### src/rtl/opc_pkg.sv
package opc_pkg;
  localparam int OPND_N = 3;

  typedef enum logic [1:0] {
    PH_RD_A = 2'd0,
    PH_RD_B = 2'd1,
    PH_RD_C = 2'd2,
    PH_WB   = 2'd3
  } phase_e;
endpackage

### src/rtl/opc_sequencer.sv
module opc_sequencer
  import opc_pkg::*;
#(
  parameter int AW = 4
) (
  input  logic          clk,
  input  logic          rst_n,
  input  logic          req_valid,
  input  logic [AW-1:0] req_addr_a,
  input  logic [AW-1:0] req_addr_b,
  input  logic [AW-1:0] req_addr_c,
  output logic          req_ready,
  output logic          wb_ready,
  output logic [AW-1:0] rd_addr,
  output logic          cap_en,
  output logic [1:0]    cap_sel,
  output logic          opnd_valid
);
  phase_e        phase_q;
  logic          busy_q;
  logic          valid_q;
  logic [AW-1:0] addr_q [OPND_N];
  logic          req_fire;

  assign req_ready = (phase_q == PH_WB);
  assign wb_ready  = (phase_q == PH_WB);
  assign req_fire  = req_valid && req_ready;

  always_ff @(posedge clk) begin
    if (!rst_n) phase_q <= PH_RD_A;
    else        phase_q <= phase_e'(phase_q + 2'd1);
  end

  always_ff @(posedge clk) begin
    if (!rst_n) begin
      busy_q  <= 1'b0;
      valid_q <= 1'b0;
      for (int i = 0; i < OPND_N; i++) addr_q[i] <= '0;
    end else if (req_fire) begin
      busy_q    <= 1'b1;
      valid_q   <= 1'b0;
      addr_q[0] <= req_addr_a;
      addr_q[1] <= req_addr_b;
      addr_q[2] <= req_addr_c;
    end else if (busy_q && phase_q == PH_RD_C) begin
      busy_q  <= 1'b0;
      valid_q <= 1'b1;
    end
  end

  always_comb begin
    case (phase_q)
      PH_RD_A: rd_addr = addr_q[0];
      PH_RD_B: rd_addr = addr_q[1];
      PH_RD_C: rd_addr = addr_q[2];
      default: rd_addr = '0;
    endcase
  end

  assign cap_en     = busy_q && (phase_q != PH_WB);
  assign cap_sel    = phase_q;
  assign opnd_valid = valid_q;

  AST_READY_ONE_IN_FOUR: assert property (@(posedge clk) disable iff (!rst_n)
    req_ready |=> !req_ready);
  AST_START_CLEARS_VALID: assert property (@(posedge clk) disable iff (!rst_n)
    req_fire |=> !opnd_valid);
  AST_VALID_HOLDS: assert property (@(posedge clk) disable iff (!rst_n)
    (opnd_valid && !req_fire) |=> opnd_valid);
  AST_VALID_AFTER_THIRD: assert property (@(posedge clk) disable iff (!rst_n)
    $rose(opnd_valid) |-> ($past(cap_en) && $past(cap_sel) == 2'd2));
endmodule

### src/rtl/opc_bank.sv
module opc_bank #(
  parameter int DATA_W = 16,
  parameter int REGS   = 16,
  parameter int AW     = $clog2(REGS)
) (
  input  logic              clk,
  input  logic              rst_n,
  input  logic [AW-1:0]     rd_addr,
  output logic [DATA_W-1:0] rd_data,
  input  logic              wr_en,
  input  logic [AW-1:0]     wr_addr,
  input  logic [DATA_W-1:0] wr_data
);
  logic [DATA_W-1:0] mem_q [REGS];

  always_ff @(posedge clk) begin
    if (!rst_n) begin
      for (int i = 0; i < REGS; i++) mem_q[i] <= '0;
    end else if (wr_en) begin
      mem_q[wr_addr] <= wr_data;
    end
  end

  assign rd_data = mem_q[rd_addr];

  AST_WRITE_LANDS: assert property (@(posedge clk) disable iff (!rst_n)
    wr_en |=> (mem_q[$past(wr_addr)] == $past(wr_data)));
endmodule

### src/rtl/opc_lane_collect.sv
module opc_lane_collect #(
  parameter int DATA_W = 16
) (
  input  logic              clk,
  input  logic              rst_n,
  input  logic              cap_en,
  input  logic [1:0]        cap_sel,
  input  logic [DATA_W-1:0] rd_data,
  output logic [DATA_W-1:0] col_a,
  output logic [DATA_W-1:0] col_b,
  output logic [DATA_W-1:0] col_c
);
  always_ff @(posedge clk) begin
    if (!rst_n) begin
      col_a <= '0;
      col_b <= '0;
      col_c <= '0;
    end else if (cap_en) begin
      case (cap_sel)
        2'd0:    col_a <= rd_data;
        2'd1:    col_b <= rd_data;
        2'd2:    col_c <= rd_data;
        default: ;
      endcase
    end
  end
endmodule

### src/rtl/vec_operand_collector.sv
module vec_operand_collector #(
  parameter int DATA_W = 16,
  parameter int LANES  = 4,
  parameter int REGS   = 16,
  parameter int AW     = $clog2(REGS)
) (
  input  logic                    clk,
  input  logic                    rst_n,
  input  logic                    req_valid,
  output logic                    req_ready,
  input  logic [AW-1:0]           req_addr_a,
  input  logic [AW-1:0]           req_addr_b,
  input  logic [AW-1:0]           req_addr_c,
  input  logic                    wb_valid,
  output logic                    wb_ready,
  input  logic [AW-1:0]           wb_addr,
  input  logic [LANES-1:0]        wb_mask,
  input  logic [LANES*DATA_W-1:0] wb_data,
  output logic                    opnd_valid,
  output logic [LANES*DATA_W-1:0] opnd_a,
  output logic [LANES*DATA_W-1:0] opnd_b,
  output logic [LANES*DATA_W-1:0] opnd_c
);
  logic [AW-1:0] rd_addr;
  logic          cap_en;
  logic [1:0]    cap_sel;
  logic          wb_fire;

  assign wb_fire = wb_valid && wb_ready;

  opc_sequencer #(.AW(AW)) i_seq (
    .clk        (clk),
    .rst_n      (rst_n),
    .req_valid  (req_valid),
    .req_addr_a (req_addr_a),
    .req_addr_b (req_addr_b),
    .req_addr_c (req_addr_c),
    .req_ready  (req_ready),
    .wb_ready   (wb_ready),
    .rd_addr    (rd_addr),
    .cap_en     (cap_en),
    .cap_sel    (cap_sel),
    .opnd_valid (opnd_valid)
  );

  for (genvar l = 0; l < LANES; l++) begin : g_lane
    logic [DATA_W-1:0] bank_rd;

    opc_bank #(.DATA_W(DATA_W), .REGS(REGS), .AW(AW)) i_bank (
      .clk     (clk),
      .rst_n   (rst_n),
      .rd_addr (rd_addr),
      .rd_data (bank_rd),
      .wr_en   (wb_fire && wb_mask[l]),
      .wr_addr (wb_addr),
      .wr_data (wb_data[l*DATA_W +: DATA_W])
    );

    opc_lane_collect #(.DATA_W(DATA_W)) i_col (
      .clk     (clk),
      .rst_n   (rst_n),
      .cap_en  (cap_en),
      .cap_sel (cap_sel),
      .rd_data (bank_rd),
      .col_a   (opnd_a[l*DATA_W +: DATA_W]),
      .col_b   (opnd_b[l*DATA_W +: DATA_W]),
      .col_c   (opnd_c[l*DATA_W +: DATA_W])
    );
  end

  AST_OPND_STABLE: assert property (@(posedge clk) disable iff (!rst_n)
    (opnd_valid && !(req_valid && req_ready)) |=>
      ($stable(opnd_a) && $stable(opnd_b) && $stable(opnd_c)));
  AST_WB_IN_SLOT: assert property (@(posedge clk) disable iff (!rst_n)
    wb_ready |=> !wb_ready);
endmodule

### config.mk
export PLATFORM = sky130hd
export DESIGN_NAME = vec_operand_collector
export DESIGN_NICKNAME = d
export VERILOG_FILES = /design/src/rtl/opc_pkg.sv /design/src/rtl/opc_sequencer.sv /design/src/rtl/opc_bank.sv /design/src/rtl/opc_lane_collect.sv /design/src/rtl/vec_operand_collector.sv
export SDC_FILE = /design/constraint.sdc
export NUM_CORES = 2
export LEC_CHECK = 0
export BUFFER_PORTS_ARGS = -buffer_cell sky130_fd_sc_hd__buf_2
export CELL_PAD_IN_SITES_DETAIL_PLACEMENT = 1
export CELL_PAD_IN_SITES_GLOBAL_PLACEMENT = 2
export CORE_MARGIN = 4
export CORE_UTILIZATION = 43
export CTS_CLUSTER_DIAMETER = 120
export CTS_CLUSTER_SIZE = 16
export DETAILED_ROUTE_END_ITERATION = 10
export GPL_TIMING_DRIVEN = 0
export PLACE_DENSITY = 0.81
export SETUP_SLACK_MARGIN = 0.05
export SYNTH_ARGS = -nofsm -noshare
export SYNTH_HDL_FRONTEND = slang
export SYNTH_SLANG_ARGS = --single-unit
### constraint.sdc
create_clock -name clk -period 4.1 [get_ports clk]
set_clock_uncertainty 0.1 [all_clocks]
set_input_delay 1.23 -clock clk [delete_from_list [all_inputs] [get_ports clk]]
set_output_delay 1.23 -clock clk [all_outputs]
set_load 0.02 [all_outputs]
==> metrics.md <==
| Metric | Value |
|---|---|
| VDD IR-drop max | `310 µV` |
| Slew HR | `0.0529` |
| Netlist cell types | `42` |
| Total CTS buffers | `86` |
| First-pass GRT wire length | `297000 µm` |
| Remaining DRCs | `0` |
| Area Overhead vs Synth | `13.0%` |
| CTS Hold Bufs | `0` |
| Multi-input logic area | `19800 µm²` |
| M1 GR Usage | `0.397` |
| Layout cell share with drive strength beyond 1 | `0.136` |
| Number of global-route vias before repair | `41.3k` |
| # H-tree levels | `3` |
| Pre-CTS setup slack | `-0.450 ns` |
| Post-Synthesis Cells | `4483` |
| Clock Path Buffers | `3` |
| Async SR Flop Fraction | `0` |
| Class of the worst hold path | `flip-flop to flip-flop` |
| Die area | `138000 µm²` |
| Crit path launch type | `flip-flop` |
| Actual slew at the worst max-slew pin | `1.42 ns` |
| Critical-path cell list | `ha_1 > nor2b_1 > clkbuf_1 > and3_1 > clkbuf_1 > o211ai_1 > o211ai_1` |
| Clk_lat worst skew | `0.73 ns` |
| Layer with the highest usage | `met2` |
| Largest net degree at the start of global routing | `18` |
| DP Wirelength | `157000 µm` |
| Register area share after synthesis | `0.617` |
| Leakage power | `0.0242 µW` |
| # rows | `133` |
| EDFF count, synth | `1036` |
| Final WL | `211000 µm` |
| Die H | `371 µm` |
| Final min period | `4.09 ns` |
| GP Congestion | `0.875` |
| CTS root buffer | `clkbuf_16` |
| # IOs | `283` |
| Num Clock Sinks | `1232` |
| Met3 Usage GRT | `0.0638` |
| WL/cell | `31.2 µm` |
| Final worst path period share | `0.996` |
| Initial antenna violation count | `32` |
| FILL cells | `13.5k` |
| Die X | `371 µm` |
| Reg area | `35000 µm²` |
| #FFs+latches synth | `1232` |
| Warnings from Yosys | `0` |
| Post-DRT Antenna Nets | `0` |
| Slew Viols, Final | `0` |
| Core Box Area | `131000 µm²` |
| Cell Area, Synth | `56800 µm²` |
| Hold path depth | `2` |
| DR vias | `40.5k` |
| Initial DRC Count | `4340` |
| Crit path largest cell delay | `0.93 ns` |
| Setup TNS | `0 ns` |
| CP arrival | `4.63 ns` |
| Crit path max-delay family | `simple AND/OR/NAND/NOR gates` |
| CP Max Fanout | `10` |
| Type of the worst setup path | `flip-flop to flip-flop` |
| Net Count, Synth | `4576` |
| Clock-pin slew on the worst setup and hold paths | `0.08 ns` |
| Worst Hold End | `g_lane[2].i_col.col_c[2]` |
| Max Clk Rate | `0.245 GHz` |
| Worst r2r src | `i_seq.cap_sel[0]` |
| Worst path required time | `4.64 ns` |
| Initial DRT Pass Iterations | `5` |
| Met2 Resource Use GR | `0.487` |
| CTS tree | `done` |
| Outcome | `finished clean` |
| Flop2flop setup slack | `0.01 ns` |
| RSZ-0062 raised after global routing | `false` |
| Remaining global-route overflow | `0` |
| WP buf/inv | `2` |
| R2R depth | `7` |
| Vias per cell | `6.00` |
| Pwr per Cell Area | `411 nW/µm²` |
| Worst hold start | `g_lane[2].i_col.col_c[2]` |
| PortBufs | `282` |
| Final setup viols | `0` |
| Setup ws final | `0.0149 ns` |
| Reg2reg end | `g_lane[2].i_col.col_c[11]` |
| Final hold vios | `0` |
| GRT Total Usage | `0.302` |
| Fin nets | `5007` |
| Syn_area_per_cell | `12.7 µm²` |
| Dominant synthesized flop cell | `edfxtp_1` |
| Initial Util | `0.432` |
| Crit end category | `flip-flop` |
| Slowest cell on crit path | `and3_1` |
| Max-cap violation count | `0` |
[worst min-delay path: stages (launching register included)]
cell,delay [ns]
dfxtp_1,0.33
nand2_1,0.05
o211ai_1,0.06
[cells in the final DEF (no fill, tap or decap), types with 8 or more instances in the layout]
cell type,count
nor4bb_1,64
mux2i_1,320
a22oi_1,64
a21oi_1,65
diode_2,9
buf_6,12
o221ai_1,64
clkbuf_1,380
a21bo_2,64
nand2_1,207
and2_1,1037
nand3b_1,64
buf_8,50
o22ai_2,10
inv_1,68
a221o_1,64
clkbuf_2,14
clkbuf_16,88
dfxtp_1,196
nor2_1,68
o22ai_1,54
o211ai_1,448
edfxtp_1,1036
buf_2,314
buf_4,35
nand3_1,9
buf_12,8
o21ai_2,62
o2bb2ai_1,64
[synthesized netlist by cell type, types with 2 or more instances]
cell type	n	area share
a21bo_2	64	0.011
a21boi_0	3	0.00040
a21oi_1	66	0.0058
a221o_1	64	0.011
a222oi_1	4	0.00071
a22oi_1	64	0.0085
and2_1	1037	0.11
and3_1	5	0.00055
buf_1	11	0.00073
buf_12	8	0.0028
buf_2	32	0.0028
buf_4	27	0.0036
buf_6	11	0.0022
buf_8	2	0.00053
clkbuf_1	325	0.021
clkbuf_4	3	0.00040
dfxtp_1	196	0.069
edfxtp_1	1036	0.55
ha_1	5	0.0011
inv_1	68	0.0045
mux2i_1	320	0.056
nand2_1	207	0.014
nand3_1	9	0.00079
nand3b_1	64	0.0085
nor2_1	68	0.0045
nor2b_1	6	0.00066
nor4bb_1	64	0.011
o211ai_1	448	0.059
o21ai_0	64	0.0056
o221ai_1	64	0.0099
o22ai_1	54	0.0060
o22ai_2	10	0.0022
o2bb2ai_1	64	0.0099
or2_2	2	0.00022
[worst max-delay path by stage]
stage	from	endpoint	depth (start not counted)
6_report	i_seq.cap_sel[0]	g_lane[2].i_col.col_c[11]	7
3_5_place_dp	i_seq.cap_sel[0]	g_lane[0].i_col.col_a[14]	8
4_1_cts	i_seq.cap_sel[0]	g_lane[0].i_col.col_a[15]	9
2_1_floorplan	rst_n	g_lane[1].i_bank.mem_q[15][0]	5
3_3_place_gp	rst_n	g_lane[3].i_bank.mem_q[12][8]	6
5_1_grt	i_seq.cap_sel[0]	g_lane[0].i_col.col_a[15]	11
[registers in the layout, summed over array words and instances, names as in the netlist]
register	count
i_seq.busy_q	1
i_seq.cap_sel	2
i_seq.addr_q	12
g_lane.i_col.col_c	64
g_lane.i_col.col_b	64
g_lane.i_col.col_a	64
i_seq.opnd_valid	1
g_lane.i_bank.mem_q	1024
[area by class of cell]
| class | count | share of cell area |
|---|---|---|
| Sequential cell | 1232 | 0.546 |
| Timing Repair Buffer | 346 | 0.0374 |
| Tap cell | 1755 | 0.0342 |
| Multi-Input combinational cell | 2764 | 0.308 |
| Clock inverter | 4 | 0.000663 |
| Clock buffer | 157 | 0.0384 |
| Inverter | 68 | 0.00398 |
| Buffer | 416 | 0.0307 |
| Antenna cell | 9 | 0.000351 |
[power by group]
group	leakage, µW	switching (µW)	internal (µW)
registers	0.0123	116	13900
logic	0.0107	2740	1080
clock network	0.00119	4450	4070
total	0.0242	7310	19000
[cell families (layout without fill, tap and decap cells)]
family | after synthesis | after routing | share of synthesized area
mux | 320 | 320 | 0.0564
compound gates | 972 | 972 | 0.131
flops | 1232 | 1232 | 0.617
fa+ha+maj | 5 | 5 | 0.00110
simple gates | 1467 | 1467 | 0.155
other cells | 0 | 9 | 0
buf+inv | 487 | 991 | 0.0390
[routing by layer]
metal,share of wire,up-vias
li1,-,17500
met1,0.40,20800
met2,0.46,1809
met3,0.090,391
met4,0.046,12
met5,0.00033,-
[stage by stage]
step	power [µW]	instances	hold WS, ns	utilization	cell area [µm²]
floorplan	16300	4483	0.355	-	56800
global route	27000	6745	0.404	0.488	64100
detailed placement	18000	6578	0.359	0.469	61600
CTS	26300	6739	0.376	0.488	64100
finish	26300	6751	0.374	0.489	64100
global placement	17800	6520	0.356	0.460	60400
[repair_timing]
item,4_1_cts,5_1_grt
buffers inserted,1,5
pin swaps,1,2
setup endpoints to repair,190,105
resized for setup,8,19
(Power assumes the default switching activity.)
